$ cat config.mk
export PLATFORM = sky130hd
export DESIGN_NAME = mdio_master
export DESIGN_NICKNAME = d
export VERILOG_FILES = /design/src/rtl/mdio_pkg.sv /design/src/rtl/mdio_ctrl.sv /design/src/rtl/mdio_datapath.sv /design/src/rtl/mdio_master.sv
export SDC_FILE = /design/constraint.sdc
export NUM_CORES = 1
export LEC_CHECK = 0
export BUFFER_PORTS_ARGS = -buffer_cell sky130_fd_sc_hd__buf_2
export CAP_MARGIN = 0
export CORE_MARGIN = 2
export CORE_UTILIZATION = 40
export DETAILED_ROUTE_END_ITERATION = 8
export GPL_TIMING_DRIVEN = 0
export PLACE_DENSITY = 0.56
export SLEW_MARGIN = 20
export SYNTH_ARGS = -nofsm -noshare
export SYNTH_HDL_FRONTEND = slang
export SYNTH_HIERARCHICAL = 1
export SYNTH_SLANG_ARGS = --single-unit
$ cat constraint.sdc
create_clock -name clk -period 4 [get_ports clk]
set_clock_uncertainty 0.2 [all_clocks]
set_input_delay 0 -clock clk [delete_from_list [all_inputs] [get_ports clk]]
set_output_delay 0 -clock clk [all_outputs]
set_load 0.02 [all_outputs]
$ cat src/rtl/mdio_pkg.sv
package mdio_pkg;
  // Strobes issued by the control unit to the datapath, one clock wide each.
  typedef struct packed {
    logic shift;       // falling mdc edge: move to the next outgoing bit
    logic taSample;    // rising mdc edge on the second turnaround bit
    logic dataSample;  // rising mdc edge inside the data field
    logic done;        // falling mdc edge after the last bit
    logic turnPhase;   // bit counter is at or past the first turnaround bit
  } mdioStb_t;
endpackage

$ cat src/rtl/mdio_ctrl.sv
module mdio_ctrl
  import mdio_pkg::*;
#(
  parameter int DIV_HALF = 2,
  parameter int PRE_LEN  = 32
) (
  input  logic     clk,
  input  logic     rstN,
  input  logic     startReq,
  output logic     busy,
  output logic     mdc,
  output mdioStb_t stb
);
  localparam int FRAME_LEN = PRE_LEN + 32;
  localparam int BIT_W     = $clog2(FRAME_LEN);
  localparam int DIV_W     = $clog2(DIV_HALF + 1);
  localparam logic [BIT_W-1:0] TURN_IDX = BIT_W'(PRE_LEN + 14);
  localparam logic [BIT_W-1:0] TA2_IDX  = BIT_W'(PRE_LEN + 15);
  localparam logic [BIT_W-1:0] DATA_IDX = BIT_W'(PRE_LEN + 16);
  localparam logic [BIT_W-1:0] LAST_IDX = BIT_W'(FRAME_LEN - 1);
  localparam logic [DIV_W-1:0] DIV_TOP  = DIV_W'(DIV_HALF - 1);

  logic [DIV_W-1:0] divCnt;
  logic [BIT_W-1:0] bitCnt;
  logic tick, riseEv, fallEv;

  assign tick   = busy && (divCnt == DIV_TOP);
  assign riseEv = tick && !mdc;
  assign fallEv = tick && mdc;

  always_ff @(posedge clk) begin
    if (!rstN) begin
      busy   <= 1'b0;
      mdc    <= 1'b0;
      divCnt <= '0;
      bitCnt <= '0;
    end else if (startReq) begin
      busy   <= 1'b1;
      mdc    <= 1'b0;
      divCnt <= '0;
      bitCnt <= '0;
    end else if (busy) begin
      if (tick) begin
        divCnt <= '0;
        mdc    <= ~mdc;
        if (mdc) begin
          if (bitCnt == LAST_IDX) busy <= 1'b0;
          else bitCnt <= bitCnt + 1'b1;
        end
      end else begin
        divCnt <= divCnt + 1'b1;
      end
    end
  end

  always_comb begin
    stb.shift      = fallEv && (bitCnt != LAST_IDX);
    stb.done       = fallEv && (bitCnt == LAST_IDX);
    stb.taSample   = riseEv && (bitCnt == TA2_IDX);
    stb.dataSample = riseEv && (bitCnt >= DATA_IDX);
    stb.turnPhase  = (bitCnt >= TURN_IDX);
  end


  idle_mdc_low_chk: assert property (@(posedge clk) disable iff (!rstN)
    !busy |-> !mdc);

  mdc_hold_chk: assert property (@(posedge clk) disable iff (!rstN)
    (busy && !tick && !startReq) |=> $stable(mdc));

  done_clears_busy_chk: assert property (@(posedge clk) disable iff (!rstN)
    stb.done |=> !busy);

  start_sets_busy_chk: assert property (@(posedge clk) disable iff (!rstN)
    startReq |=> (busy && !mdc));
endmodule

$ cat src/rtl/mdio_datapath.sv
module mdio_datapath
  import mdio_pkg::*;
#(
  parameter int PRE_LEN = 32
) (
  input  logic       clk,
  input  logic       rstN,
  input  logic [2:0] regAddr,
  input  logic       regWe,
  input  logic [7:0] regWdata,
  output logic [7:0] regRdata,
  input  logic       busy,
  input  mdioStb_t   stb,
  input  logic       mdioIn,
  output logic       startReq,
  output logic       mdioOut,
  output logic       mdioOe
);
  localparam int FRAME_LEN = PRE_LEN + 32;

  logic [30:0]          cmdReg;   // bit 31 is reported from the control unit
  logic [FRAME_LEN-1:0] frameSr;
  logic [FRAME_LEN-1:0] newFrame;
  logic                 isRead;
  logic                 failFlag;
  logic [15:0]          rdData;
  logic                 cmdWrEn;
  logic                 wrSel;
  logic [31:0]          statusWord;
  logic [31:0]          cmdView;

  assign cmdWrEn  = regWe && !busy && !regAddr[2];
  assign startReq = cmdWrEn && (regAddr[1:0] == 2'd3) && regWdata[7];
  assign wrSel    = regWdata[2];

  // Command byte lanes
  always_ff @(posedge clk) begin
    if (!rstN) begin
      cmdReg <= '0;
    end else if (cmdWrEn) begin
      case (regAddr[1:0])
        2'd0:    cmdReg[7:0]   <= regWdata;
        2'd1:    cmdReg[15:8]  <= regWdata;
        2'd2:    cmdReg[23:16] <= regWdata;
        default: cmdReg[30:24] <= regWdata[6:0];
      endcase
    end
  end

  // Frame image taken from the stored low bytes and the byte being written
  always_comb begin
    newFrame = {{PRE_LEN{1'b1}}, 2'b01,
                (wrSel ? 2'b01 : 2'b10),
                regWdata[1:0], cmdReg[23:16],
                (wrSel ? 2'b10 : 2'b11),
                cmdReg[15:0]};
  end

  always_ff @(posedge clk) begin
    if (!rstN) begin
      frameSr <= '1;
      isRead  <= 1'b0;
    end else if (startReq) begin
      frameSr <= newFrame;
      isRead  <= !wrSel;
    end else if (stb.shift) begin
      frameSr <= {frameSr[FRAME_LEN-2:0], 1'b1};
    end
  end

  // Status capture
  always_ff @(posedge clk) begin
    if (!rstN) begin
      failFlag <= 1'b0;
      rdData   <= '0;
    end else if (startReq) begin
      failFlag <= 1'b0;
      rdData   <= '0;
    end else if (isRead) begin
      if (stb.taSample)   failFlag <= mdioIn;
      if (stb.dataSample) rdData   <= {rdData[14:0], mdioIn};
    end
  end

  assign mdioOut = busy ? frameSr[FRAME_LEN-1] : 1'b1;
  assign mdioOe  = busy && !(isRead && stb.turnPhase);

  assign statusWord = {failFlag, 15'd0, rdData};
  assign cmdView    = {busy, cmdReg};

  always_comb begin
    case (regAddr)
      3'd0:    regRdata = cmdView[7:0];
      3'd1:    regRdata = cmdView[15:8];
      3'd2:    regRdata = cmdView[23:16];
      3'd3:    regRdata = cmdView[31:24];
      3'd4:    regRdata = statusWord[7:0];
      3'd5:    regRdata = statusWord[15:8];
      3'd6:    regRdata = statusWord[23:16];
      default: regRdata = statusWord[31:24];
    endcase
  end


  busy_write_ignored_chk: assert property (@(posedge clk) disable iff (!rstN)
    (busy && regWe && !regAddr[2]) |=> $stable(cmdReg));

  read_release_chk: assert property (@(posedge clk) disable iff (!rstN)
    (busy && isRead && stb.turnPhase) |-> !mdioOe);

  start_clears_status_chk: assert property (@(posedge clk) disable iff (!rstN)
    startReq |=> (statusWord == 32'd0));

  mdio_change_on_fall_chk: assert property (@(posedge clk) disable iff (!rstN)
    (busy && !stb.shift && !stb.done) |=> $stable(mdioOut));

  fail_only_on_read_chk: assert property (@(posedge clk) disable iff (!rstN)
    (busy && !isRead) |-> !failFlag);
endmodule

$ cat src/rtl/mdio_master.sv
module mdio_master
  import mdio_pkg::*;
#(
  parameter int DIV_HALF = 2,
  parameter int PRE_LEN  = 32
) (
  input  logic       clk,
  input  logic       rstN,
  input  logic [2:0] regAddr,
  input  logic       regWe,
  input  logic [7:0] regWdata,
  output logic [7:0] regRdata,
  output logic       mdc,
  output logic       mdioOut,
  output logic       mdioOe,
  input  logic       mdioIn
);
  mdioStb_t stb;
  logic     busy;
  logic     startReq;

  mdio_ctrl #(.DIV_HALF(DIV_HALF), .PRE_LEN(PRE_LEN)) u_ctrl (
    .clk(clk), .rstN(rstN), .startReq(startReq),
    .busy(busy), .mdc(mdc), .stb(stb)
  );

  mdio_datapath #(.PRE_LEN(PRE_LEN)) u_dp (
    .clk(clk), .rstN(rstN), .regAddr(regAddr), .regWe(regWe),
    .regWdata(regWdata), .regRdata(regRdata), .busy(busy), .stb(stb),
    .mdioIn(mdioIn), .startReq(startReq), .mdioOut(mdioOut), .mdioOe(mdioOe)
  );
endmodule

# == Word level (Yosys, flattened, before mapping) ==
# Index checks and enable logic that the tools add are counted.
# classes
magnitude_cmp,2
reduce_logical,30
muxes,12
n_eq_ne,13
addsub,2
bitwise_logic,4
# ops
operator,count
two-way mux 32 bit,2
one-hot mux 8 bit (7 select lines),1
AND reduction 2 bit,7
"equality test 6 bit, second input constant",2
"greater-or-equal comparator 6 bit, second input constant",2
logical AND 1 bit,12
"equality test 3 bit, second input constant",3
two-way mux 1 bit,7
"adder 6 x 1 -> 6 bit, second input constant",1
"equality test 3 x 2 -> 1 bit, second input constant",2
"inequality test 6 bit, second input constant",1
zero test 1 bit,5
"equality test 2 x 1 -> 1 bit, second input constant",2
"equality test 2 bit, second input constant",2
two-way mux 2 bit,2
NOT 1 bit,4
AND reduction 4 bit,1
"equality test 3 x 1 -> 1 bit, second input constant",1
zero test 3 bit,1
OR reduction 3 bit,1
"adder 2 x 1 -> 2 bit, second input constant",1
zero test 2 bit,1
nonzero test 2 bit,1
OR reduction 2 bit,1
# word_totals
ff_bits,123
output_inout_bits,11
elab_cells,76
inputBits,15

# == Longest topological paths before layout ==
# logic_depth
ltp_word,6
ltp_mapped,8
ltp_nobuf,6

# == Modules after synthesis ==
# Netlist, hierarchy kept.
# by_module_without_submodules
module,area_per_inst_um2,seq_area_each_um2,instances,cells_per_inst
mdio_datapath,4773.3,2262.2,1,500
mdio_ctrl,495.5,200.2,1,56

# == Worst setup path after synthesis ==
# OpenSTA, ideal clock, no wires.
# synth_path
kind,register to register
from,reg u_ctrl.bitCnt[0]
to,reg u_dp.frameSr[10]
required_time_ns,3.664
period_less_slack_ns,2.415
t_arrival_ns,2.079
stages_incl_launch_ff,9
path_slack_ns,1.585
setup_time_ns,0.136
path_buffers,3
cell_sequence,dfxtp_1 > ha_1 > and4_1 > clkbuf_1 > a21oi_2 > buf_2 > buf_1 > mux2i_1 > a31oi_1
# synth_lines
item,line_no,rtl
start: declaration,mdio_ctrl.sv:24,logic [BIT_W-1:0] bitCnt;
start signal: assignment,mdio_ctrl.sv:48,else bitCnt <= bitCnt + 1'b1;
end signal: assignment,mdio_datapath.sv:64,frameSr <= newFrame;
end signal: assignment,mdio_datapath.sv:67,"frameSr <= {frameSr[FRAME_LEN-2:0], 1'b1};"
end: declaration,mdio_datapath.sv:22,logic [FRAME_LEN-1:0] frameSr;

==> flow_summary.toml <==
[status]
status = "finished clean"

[global_route]
grt_max_degree = 17
grt-ovfl-total = 0
met2_usage_pct = 31.21
use_met3_pct = 4.488
grt.busiest_layer = "met2"
grt_use_total_pct = 18.71
grt_pass1_vias = 4050
antenna_found_initial = 0
grt_first_pass_wirelength_um = 20600
use_met1_pct = 23.03

[placement]
dp.cells = 749
post-place-ws_ps = 1201
gp_congestion = 0.8928
dpl.hpwl_um = 9050
portBuffers = 22

[synth]
syn_area_per_cell_um2 = 9.487
netlist_area_um2 = 5265
yosys_warnings = 6
netlist_instances = 555
synth_fp_nets = 571

[route]
drtPass1Iterations = 5
vias = 4120
ant_nets = 0
drcViolationCount = 0
wire_per_inst_um = 15.67
vias_per_cell = 5.195
initialDrtViolationCount = 281
wl_um = 12430

[clocking]
htreeDepth = 4
clkLatencyLatePin_ps = 420
cts_inserted_buffers = 17
clockRootBuffer = "clkbuf_16"
clockBufferDepth = 2
cts_tree = "built"
cts_num_sinks = 123
post_cts_buffers = 0
clk_pin_slew_worst_paths_ps = 60

[floorplanning]
die_x_um = 118.7
start_util_pct = 41.38
die-area_um2 = 14100
rows = 41
core_area_um2 = 12720
dieHeight_um = 118.7
io_pins = 26

[layout]
drive_gt1_share_pct = 12.40
n_fill_cell = 1262
postLayoutCoreUtil_pct = 50.09
areaGrowthSynthToFinish_pct = 21.03
finalNetCount = 624
diodes = 0
stdcell_count = 793

[setup_path]
critPathKind = "reg2reg"
ff2ff_setup_slack_ps = 1190
path_max_fanout = 10
startpoint_type = "flip-flop"
cp-end-kind = "flip-flop"
cp.required_ps = 4070
arrival_ps = 2880

[power_and_ir_drop]
cellPowerDensity_nw_per_um2 = 483.3
p_leak_nw = 2.369
peakVddDrop_mv = 0.3285

[sta]
rsz0062_at_grt = "false"
fin_setup_tns_ps = 0
finalMaxSlewViolations = 0
setup_viol_count_final = 0
period_share_pct = 70.30
hold_viol = 0
slew_headroom_pct = 52.38
setup_slack_ps = 1188
tightest_slew_ps = 714.3
fmax_mhz = 355.6
period_minus_slack_ps = 2812

[worst_hold_path]
hold_path_class = "in2reg"

[flow_run]
drv_cap = 0
power by group:
group	internal (mW)	leakage (nW)	total [mW]	switching [mW]
clock network	1.16	0.317	1.70	0.543
logic	0.0478	1.06	0.131	0.0831
registers	1.24	0.996	1.25	0.0108
total	2.44	2.37	3.08	0.637
worst paths after layout:
path,startpoint,endpoint,depth (start not counted)
setup / recovery,u_ctrl/bitCnt[0]$_SDFFE_PP0P_,u_dp/frameSr[11]$_SDFFE_PN1P_,8
hold / removal,regAddr[2],u_dp/cmdReg[9]$_SDFFE_PN0P_,5
setup reg to reg,u_ctrl/bitCnt[0]$_SDFFE_PP0P_,u_dp/frameSr[11]$_SDFFE_PN1P_,8
hold reg to reg,u_ctrl/divCnt[1]$_SDFFE_PP0P_,u_ctrl/divCnt[1]$_SDFFE_PP0P_,2
layer usage:
metal	vias up	share of wire (%)
met5	-	0
met4	0	1.7
met3	16	4.2
met2	73	49
met1	1936	45
li1	2095	-
layout make-up:
class	instances	area, um^2	area share, %
timing repair buffer	34	230.2	3.613
clock inverter	10	187.7	2.945
multi-input combinational	379	2566	40.27
tap	172	215.2	3.377
buffer	47	214.0	3.358
inverter	6	22.52	0.3534
clock buffer	22	474.2	7.442
sequential	123	2462	38.64
worst max-delay path, stage by stage (launching register included):
cell      delay, ps
dfxtp_1         330
ha_1            230
and4_1          200
clkbuf_1        170
a21oi_2         250
buf_2           320
buf_1           590
mux2i_1         270
a31oi_1         100
through the flow:
stage	total power, mW	instance area (um^2)	hold WS (ps)
2_1_floorplan	1.359	5265	-71.84
3_3_place_gp	1.397	5590	55.53
3_5_place_dp	1.399	5590	66.20
4_1_cts	3.109	6372	61.08
5_1_grt	3.184	6372	82.81
6_report	3.080	6372	68.38
placed cells by master (no fill, tap or decap), types with 5 or more instances in the layout:
cell type,n
a31oi_1,29
clkbuf_16,17
bufinv_16,5
xnor2_1,5
a21oi_1,21
dfxtp_1,123
clkbuf_1,30
o21ai_0,5
nand3_1,6
nand2_1,112
dlygate4sd3_1,12
nand2b_1,5
inv_1,5
nor2_1,10
mux2i_1,115
buf_2,34
nor4_1,27
registers in the layout, summed over array words and instances, names as in the netlist:
signal         count
u_ctrl/bitCnt      6
u_ctrl/busy        1
u_ctrl/divCnt      2
u_ctrl/mdc         1
u_dp/cmdReg       31
u_dp/failFlag      1
u_dp/frameSr      64
u_dp/isRead        1
u_dp/rdData       16
repair_timing:
| item | CTS | global route |
|---|---|---|
| gates resized for setup | 0 | 0 |
| hold endpoints to repair | 57 | 0 |
| hold buffers | 12 | 0 |
(Power assumes the default switching activity.)
